File: config.mk
export PLATFORM = sky130hd
export DESIGN_NAME = tmr_pair
export DESIGN_NICKNAME = d
export VERILOG_FILES = /design/src/rtl/tmr_pkg.sv /design/src/rtl/tmr_sync.sv /design/src/rtl/tmr_prescale.sv /design/src/rtl/tmr_pair.sv
export SDC_FILE = /design/constraint.sdc
export NUM_CORES = 1
export LEC_CHECK = 0
export ABC_AREA = 1
export CAP_MARGIN = 20
export CORE_MARGIN = 5
export CORE_UTILIZATION = 55
export CTS_CLUSTER_DIAMETER = 50
export DETAILED_ROUTE_END_ITERATION = 10
export HOLD_SLACK_MARGIN = 0.08
export PLACE_DENSITY_LB_ADDON = 0.2
export SYNTH_ARGS = -nofsm -noshare
export SYNTH_HDL_FRONTEND = slang
export SYNTH_SLANG_ARGS = --single-unit
File: constraint.sdc
create_clock -name clk -period 2.9 [get_ports clk]
set_input_delay 0.58 -clock clk [delete_from_list [all_inputs] [get_ports clk]]
set_output_delay 0.58 -clock clk [all_outputs]
set_load 0.005 [all_outputs]
File: src/rtl/tmr_pkg.sv
package tmr_pkg;

    localparam int W     = 16;
    localparam int NT    = 2;
    localparam int AW    = 3;
    localparam int PS_W  = 8;

    // control word bit positions
    localparam int B_RUN  = 15;
    localparam int B_IDLE = 13;
    localparam int B_GATE = 6;
    localparam int B_PS   = 4;
    localparam int B_FUSE = 3;
    localparam int B_SRC  = 1;

    localparam logic [W-1:0] MASK_LO = 16'hA07A;
    localparam logic [W-1:0] MASK_HI = 16'hA072;

    localparam logic [AW-1:0] ADR_CTL_LO = 3'd0;
    localparam logic [AW-1:0] ADR_CTL_HI = 3'd1;
    localparam logic [AW-1:0] ADR_CNT_LO = 3'd2;
    localparam logic [AW-1:0] ADR_CNT_HI = 3'd3;
    localparam logic [AW-1:0] ADR_PER_LO = 3'd4;
    localparam logic [AW-1:0] ADR_PER_HI = 3'd5;

    typedef struct packed {
        logic [NT-1:0][W-1:0] ctl;
        logic [NT-1:0][W-1:0] cnt;
        logic [NT-1:0][W-1:0] per;
        logic [W-1:0]         hold;
        logic [W-1:0]         rdata;
        logic [NT-1:0]        irq;
        logic [NT-1:0]        pin_prev;
        logic [NT-1:0]        gate_prev;
        logic                 half;
    } tmr_st_t;

    // terminal value of the prescale counter for each ratio code
    function automatic logic [PS_W-1:0] ps_last(input logic [1:0] sel);
        case (sel)
            2'd0:    return PS_W'(0);
            2'd1:    return PS_W'(7);
            2'd2:    return PS_W'(63);
            default: return PS_W'(255);
        endcase
    endfunction

endpackage

File: src/rtl/tmr_sync.sv
module tmr_sync #(
    parameter int STAGES = 2
) (
    input  logic clk,
    input  logic rst_n,
    input  logic din,
    output logic lvl
);
    logic [STAGES-1:0] sh_q;
    logic [STAGES-1:0] sh_d;

    generate
        if (STAGES == 1) begin : g_one
            always_comb sh_d = din;
        end else begin : g_chain
            always_comb sh_d = {sh_q[STAGES-2:0], din};
        end
    endgenerate

    always_ff @(posedge clk or negedge rst_n) begin
        if (!rst_n) sh_q <= '0;
        else        sh_q <= sh_d;
    end

    assign lvl = sh_q[STAGES-1];
endmodule

File: src/rtl/tmr_prescale.sv
module tmr_prescale
    import tmr_pkg::*;
(
    input  logic       clk,
    input  logic       rst_n,
    input  logic       clr,
    input  logic       adv,
    input  logic [1:0] sel,
    output logic       tick
);
    logic [PS_W-1:0] pc_q;
    logic [PS_W-1:0] pc_d;
    logic            at_end;

    always_comb begin
        at_end = (pc_q == ps_last(sel));
        tick   = adv && at_end;
        pc_d   = pc_q;
        if (clr)      pc_d = '0;
        else if (adv) pc_d = at_end ? '0 : pc_q + PS_W'(1);
    end

    always_ff @(posedge clk or negedge rst_n) begin
        if (!rst_n) pc_q <= '0;
        else        pc_q <= pc_d;
    end
endmodule

File: src/rtl/tmr_pair.sv
module tmr_pair
    import tmr_pkg::*;
#(
    parameter int SYNC_STAGES = 2
) (
    input  logic          clk,
    input  logic          rst_n,
    input  logic [AW-1:0] bus_addr,
    input  logic          bus_wr,
    input  logic          bus_rd,
    input  logic [W-1:0]  bus_wdata,
    output logic [W-1:0]  bus_rdata,
    input  logic [NT-1:0] tmr_pin,
    input  logic [NT-1:0] gate_in,
    input  logic          idle_req,
    output logic [NT-1:0] irq
);
    tmr_st_t s_q;
    tmr_st_t s_d;

    logic [NT-1:0] pin_lvl;
    logic [NT-1:0] gate_lvl;
    logic [NT-1:0] pin_rise;
    logic [NT-1:0] gate_fall;
    logic [NT-1:0] run;
    logic [NT-1:0] gated;
    logic [NT-1:0] src;
    logic [NT-1:0] adv;
    logic [NT-1:0] clr;
    logic [NT-1:0] ps_tick;
    logic          fuse;

    genvar g;
    generate
        for (g = 0; g < NT; g++) begin : g_tmr
            tmr_sync #(.STAGES(SYNC_STAGES)) u_pin_sync (
                .clk (clk),
                .rst_n (rst_n),
                .din (tmr_pin[g]),
                .lvl (pin_lvl[g])
            );
            tmr_sync #(.STAGES(SYNC_STAGES)) u_gate_sync (
                .clk (clk),
                .rst_n (rst_n),
                .din (gate_in[g]),
                .lvl (gate_lvl[g])
            );
            tmr_prescale u_ps (
                .clk  (clk),
                .rst_n (rst_n),
                .clr  (clr[g]),
                .adv  (adv[g]),
                .sel  (s_q.ctl[g][B_PS+1:B_PS]),
                .tick (ps_tick[g])
            );
        end
    endgenerate

    // per-timer qualifiers
    always_comb begin
        fuse = s_q.ctl[0][B_FUSE];
        for (int i = 0; i < NT; i++) begin
            pin_rise[i]  = pin_lvl[i] & ~s_q.pin_prev[i];
            gate_fall[i] = ~gate_lvl[i] & s_q.gate_prev[i];
            run[i]       = s_q.ctl[i][B_RUN];
            gated[i]     = !s_q.ctl[i][B_SRC] && s_q.ctl[i][B_GATE];
            src[i]       = s_q.ctl[i][B_SRC] ? pin_rise[i] : s_q.half;
            adv[i]       = run[i] && src[i]
                           && !(s_q.ctl[i][B_IDLE] && idle_req)
                           && (!gated[i] || gate_lvl[i])
                           && !(i == 1 && fuse);
            clr[i]       = !run[i] || (bus_wr && bus_addr == AW'(i));
        end
    end

    // next-state
    always_comb begin
        s_d           = s_q;
        s_d.half      = ~s_q.half;
        s_d.irq       = '0;
        s_d.pin_prev  = pin_lvl;
        s_d.gate_prev = gate_lvl;

        if (fuse) begin
            if (ps_tick[0]) begin
                if (s_q.cnt == s_q.per) begin
                    s_d.cnt    = '0;
                    s_d.irq[1] = !gated[0];
                end else begin
                    s_d.cnt = s_q.cnt + (NT*W)'(1);
                end
            end
            if (gated[0] && run[0] && gate_fall[0]) s_d.irq[1] = 1'b1;
        end else begin
            for (int i = 0; i < NT; i++) begin
                if (ps_tick[i]) begin
                    if (s_q.cnt[i] == s_q.per[i]) begin
                        s_d.cnt[i] = '0;
                        s_d.irq[i] = !gated[i];
                    end else begin
                        s_d.cnt[i] = s_q.cnt[i] + W'(1);
                    end
                end
                if (gated[i] && run[i] && gate_fall[i]) s_d.irq[i] = 1'b1;
            end
        end

        if (bus_wr) begin
            case (bus_addr)
                ADR_CTL_LO: s_d.ctl[0] = bus_wdata & MASK_LO;
                ADR_CTL_HI: s_d.ctl[1] = bus_wdata & MASK_HI;
                ADR_CNT_LO: s_d.cnt[0] = bus_wdata;
                ADR_CNT_HI: s_d.cnt[1] = bus_wdata;
                ADR_PER_LO: s_d.per[0] = bus_wdata;
                ADR_PER_HI: s_d.per[1] = bus_wdata;
                default: ;
            endcase
        end

        if (bus_rd) begin
            case (bus_addr)
                ADR_CTL_LO: s_d.rdata = s_q.ctl[0];
                ADR_CTL_HI: s_d.rdata = s_q.ctl[1];
                ADR_CNT_LO: begin
                    s_d.rdata = s_q.cnt[0];
                    if (fuse) s_d.hold = s_q.cnt[1];
                end
                ADR_CNT_HI: s_d.rdata = fuse ? s_q.hold : s_q.cnt[1];
                ADR_PER_LO: s_d.rdata = s_q.per[0];
                ADR_PER_HI: s_d.rdata = s_q.per[1];
                default:    s_d.rdata = '0;
            endcase
        end
    end

    always_ff @(posedge clk or negedge rst_n) begin
        if (!rst_n) begin
            s_q     <= '0;
            s_q.per <= '1;
        end else begin
            s_q <= s_d;
        end
    end

    assign bus_rdata = s_q.rdata;
    assign irq       = s_q.irq;
endmodule

# Yosys cells after proc, flatten, opt, wreduce, memory -nomap -nowiden

Index checks and enable logic that the tools add are counted.

Bits in writable memories: 0
Input bits: 28
Memories kept: 0
Bits in latches: 0
ROM bits: 0
Register bits: 140
Output and inout bits: 18
Word-level logic and storage cells: 123

Multiply operators: 0
Shifts and indexed selects: 0
Divide/modulo/power cells: 0
Order comparisons: 0
Muxes and demuxes: 35
Reduce and logical (&&, ||, !) cells: 42
$add $sub $neg: 5
Bitwise logic cells: 9
Eq/ne operators: 14

Operators by type and width:

| cell                                                             | number |
|---|---|
| 16-bit 2-to-1 mux                                                | 9 |
| 32-bit 2-to-1 mux                                                | 3 |
| 16-bit case mux with 6 select lines                              | 1 |
| 64-bit 2-to-1 mux                                                | 1 |
| 8-bit 2-to-1 mux                                                 | 6 |
| 8-bit case mux with 3 select lines                               | 2 |
| 16-bit by 1-bit adder with 16-bit output (second input constant) | 2 |
| 32-bit by 1-bit adder with 32-bit output (second input constant) | 1 |
| 16-bit == test                                                   | 2 |
| 32-bit == test                                                   | 1 |
| 1-bit logical AND                                                | 19 |
| 8-bit by 1-bit adder with 8-bit output (second input constant)   | 2 |
| 8-bit == test                                                    | 2 |
| 1-bit 2-to-1 mux                                                 | 13 |
| 1-bit zero test                                                  | 9 |
| 2-bit AND reduction                                              | 4 |
| 3-bit by 2-bit == test with 1-bit output (second input constant) | 2 |
| 3-bit == test (second input constant)                            | 2 |
| 1-bit NOT                                                        | 5 |
| 1-bit bitwise AND                                                | 4 |
| 2-bit by 1-bit == test with 1-bit output (second input constant) | 2 |
| 2-bit == test (second input constant)                            | 2 |
| 2-bit zero test                                                  | 2 |
| 1-bit logical OR                                                 | 4 |
| 4 further kinds                                                  | 5 |

# Depth between registers and ports, before layout

Word-level depth: 12
Depth in mapped cells: 15
Gate-level depth less buffers: 14

# By module

From an unflattened synthesis, not the netlist that was laid out.

Cell total of the unflattened synthesis: 1271
Area, all modules: 8813.5 sq um

Modules (own cells, without submodules):

| module       | cells each | times used | seq. area each (sq um) | area each (sq um) |
|---|---|---|---|---|
| tmr_pair     | 1125       | 1          | 2942.8                 | 7579.8 |
| tmr_prescale | 69         | 2          | 200.2                  | 516.7 |
| tmr_sync     | 2          | 4          | 50.0                   | 50.0 |

# Worst setup path after synthesis

OpenSTA, ideal clock, no wires.

Kind: reg-to-reg
From: reg s_q[71] in the netlist's numbering
To: reg s_q[89] in the netlist's numbering
Data required time: 2.823 ns
Arrival time: 1.586 ns
Clock period less this slack: 1.664 ns
Setup time: 0.077 ns
Cell stages (with the launch flop): 14
Path buffers: 0
Path slack: 1.236 ns
Cell sequence: dfrtp_1 ha_1 nand2_1 nor2_2 nand3_2 inv_1 nand2_1 nor2_1 nand2_1 nand2_1 nand2_1 nand2_1 nand3_1 a21oi_1

RTL lines:

| item               | line           | source |
|---|---|---|
| start: declaration | tmr_pair.sv:18 | `tmr_st_t s_q;` |

==> reports/qor.csv <==
metric;value;unit
fmax;415.0;MHz
slew_headroom;0.4683;
fin_util;0.6333;
p_clk_frac;0.274;
drc;0;
path_buf_inv;1;
grt_pass1_vias;7960;
cts-resized-gates;0;
postRouteAntennaNets;0;
die_w;138;um
num_rows;46;
maxCapViolCount;0;
slew_violations;0;
initial_utilization;0.5632;
cts_tree;done;
power;7.984;mW
dpl.hpwl;20.17;mm
startpoint_type;flop;
min_period;2410;ps
swShare;0.3980;
grt_usage;0.2890;
slowest_delay;510;ps
power_frac_seq;0.382;
placed_cells;1527;
rsz0062_at_grt;false;
r2r-start;s_q[89];
yosys_warnings;0;
p_int;4.806;mW
routedWlPerCell;17.61;um
worst_ep_required_time;3200;ps
final_area;10130;um^2
synth.avg_cell_area;6.910;um^2
crit_type;flop to flop;
clk_pin_slew;70;ps
area_growth;12.46;%
netlist_area;9011;um^2
synth-edff-count;0;
power.switching;3.178;mW
clock_path_buffers;2;
synthCells;1304;
place_ws;431.6;ps
cts.sinks;140;
ys_dominant_reg_cell;dfrtp_1;
timing.hold.ws;156.9;ps
setup-tns-final;0;ps
rrSetupSlack;490;ps
combinationalPowerShare;0.344;
leakage;4.871;nW
critPathTopFamily;simple AND/OR/NAND/NOR gates;
io_pins;46;
powerDensity;787.8;nW/um^2
via_per_inst;5.505;
peakVddDrop;459.2;uV
drt_iter0_markers;871;
postCtsHoldBufs;0;
synth_nets;1336;
status;finished, final reports clean;
r2r_cells;11;
via_count;8583;
hold_class;input pin to async pin;
setup_violations;0;
first_pass_iters;7;
cp_num_cells;11;
synthArstFlopShare;1.000;
overflow;0;
gp_congestion;0.9817;
endpoint_kind;flop;
synth.top_cells.by_area;dfrtp_1 30%, nand2_1 20%, dfstp_2 9.3%;
grt_pass1_wl;43.84;mm
grt_max_degree;68;
synth_cell_type_count;49;
tightest_slew;796.7;ps
fin_crit_sh;0.8309;
r2r-end;s_q[76];
cp.arrival;2710;ps
hold_viol_final;0;
die_y;138;um
layout_common_cells;479 x nand2_1, 126 x inv_1, 111 x nor2_1, 109 x o21ai_0, 108 x dfrtp_1;
cts_setup_buffers;0;
cp_slowest_cell;dfrtp_1;
synth_top_area_frac;0.2999;
drt_wl_total;27.45;mm
port_buffers;45;
finalNonFillerCells;1559;
synth-seq-cells;140;
drive_above_1_share;0.1035;
fin_worst_skew;11.39;ps
coreArea;16000;um^2
setup_ws;490.4;ps
cts_root_buf;clkbuf_16;
nets;1362;
antenna_cells;0;
dieArea;19040;um^2
cp_cell_sequence;inv_1 -> nand2_1 -> nand4_1 -> nor2_1 -> nand2_1 -> nor2_2 -> nand2_2 -> nand2_8 -> nand2_4 -> nand4_1 -> o21ai_1;
yosysSeqAreaShare;0.3932;
synth_top_area_cell;dfrtp_1;
clk_latency;430;ps
path_max_fanout;20;
place_area;9549;um^2
htree_num_levels;4;
mostFrequentLayoutCell;nand2_1;
antenna_found_initial;0;
numCtsBuffers;17;
-- state kept, by name, summed over array words and instances, names as in the netlist --
name / count
s_q: 95
irq: 2
run: 2
fuse: 1
g_tmr.u_gate_sync.sh_q: 4
g_tmr.u_pin_sync.sh_q: 4
g_tmr.u_ps.pc_q: 16
bus_rdata: 16
-- per-layer routing --
layer  vias to the layer above  global-route usage  part of all wire
li1                       4180                   -                 -
met1                      3929              0.3866              0.41
met2                       405              0.4548              0.46
met3                        69             0.05552             0.082
met4                         0              0.1357             0.045
met5                         -                   0                 0
-- cell type report --
| class | instances | area [um^2] |
|---|---|---|
| repair buffers | 70 | 664.4 |
| inverters | 145 | 550.5 |
| flip-flops and latches | 140 | 3543 |
| clock inverters | 9 | 116.4 |
| clock buffers | 23 | 467.9 |
| multi-input cells | 956 | 4521 |
| well taps | 216 | 270.3 |
| fillers | 1518 | 5867 |
-- worst register-to-register path, stage by stage, from the launching register on --
cell and delay, ps:
dfrtp_1 510, inv_1 180, nand2_1 110, nand4_1 180, nor2_1 130, nand2_1 70, nor2_2 250, nand2_2 410
nand2_8 220, nand2_4 90, nand4_1 90, o21ai_1 70
-- cells in the mapped netlist, drive strengths merged, types with 7 or more instances --
library cell / instances
buf: 41
xnor2: 12
inv: 144
a221oi: 8
o21ai: 126
o22ai: 7
nand4: 15
dfstp: 32
nand3: 68
nand2: 486
o2111ai: 8
dfrtp: 108
nor2: 124
nor3: 11
a21oi: 43
clkbuf: 22
xor2: 25
-- worst max-delay path by stage --
stage | from | endpoint
after global routing | s_q[96] | s_q[77]
after floorplan | s_q[71] | s_q[89]
after global placement | bus_addr[2] | g_tmr[1].u_ps.pc_q[3]
final | s_q[89] | s_q[76]
after detailed placement | bus_addr[2] | g_tmr[1].u_ps.pc_q[3]
after CTS | s_q[89] | s_q[76]
-- logic make-up after synthesis --
family                     after synthesis  share of synthesized area
adders and majority gates                4                   0.005554
xor gates and xnor gates                37                    0.03596
DFF                                    140                     0.3932
and+or+nand+nor                        709                     0.3324
buffers and inverters                  208                     0.1051
AOI/OAI and AO/OA                      206                     0.1277
-- power by group through the flow --
stage / combinational, mW / sequential (mW) / clock, mW
6_report: 2.75 / 3.05 / 2.19
2_1_floorplan: 2.11 / 2.82 / 0
3_5_place_dp: 2.70 / 3.05 / 0
3_3_place_gp: 2.65 / 3.04 / 0
4_1_cts: 2.73 / 3.02 / 2.22
5_1_grt: 3.10 / 3.11 / 2.31
No activity file was read; power rests on OpenSTA's default activity.
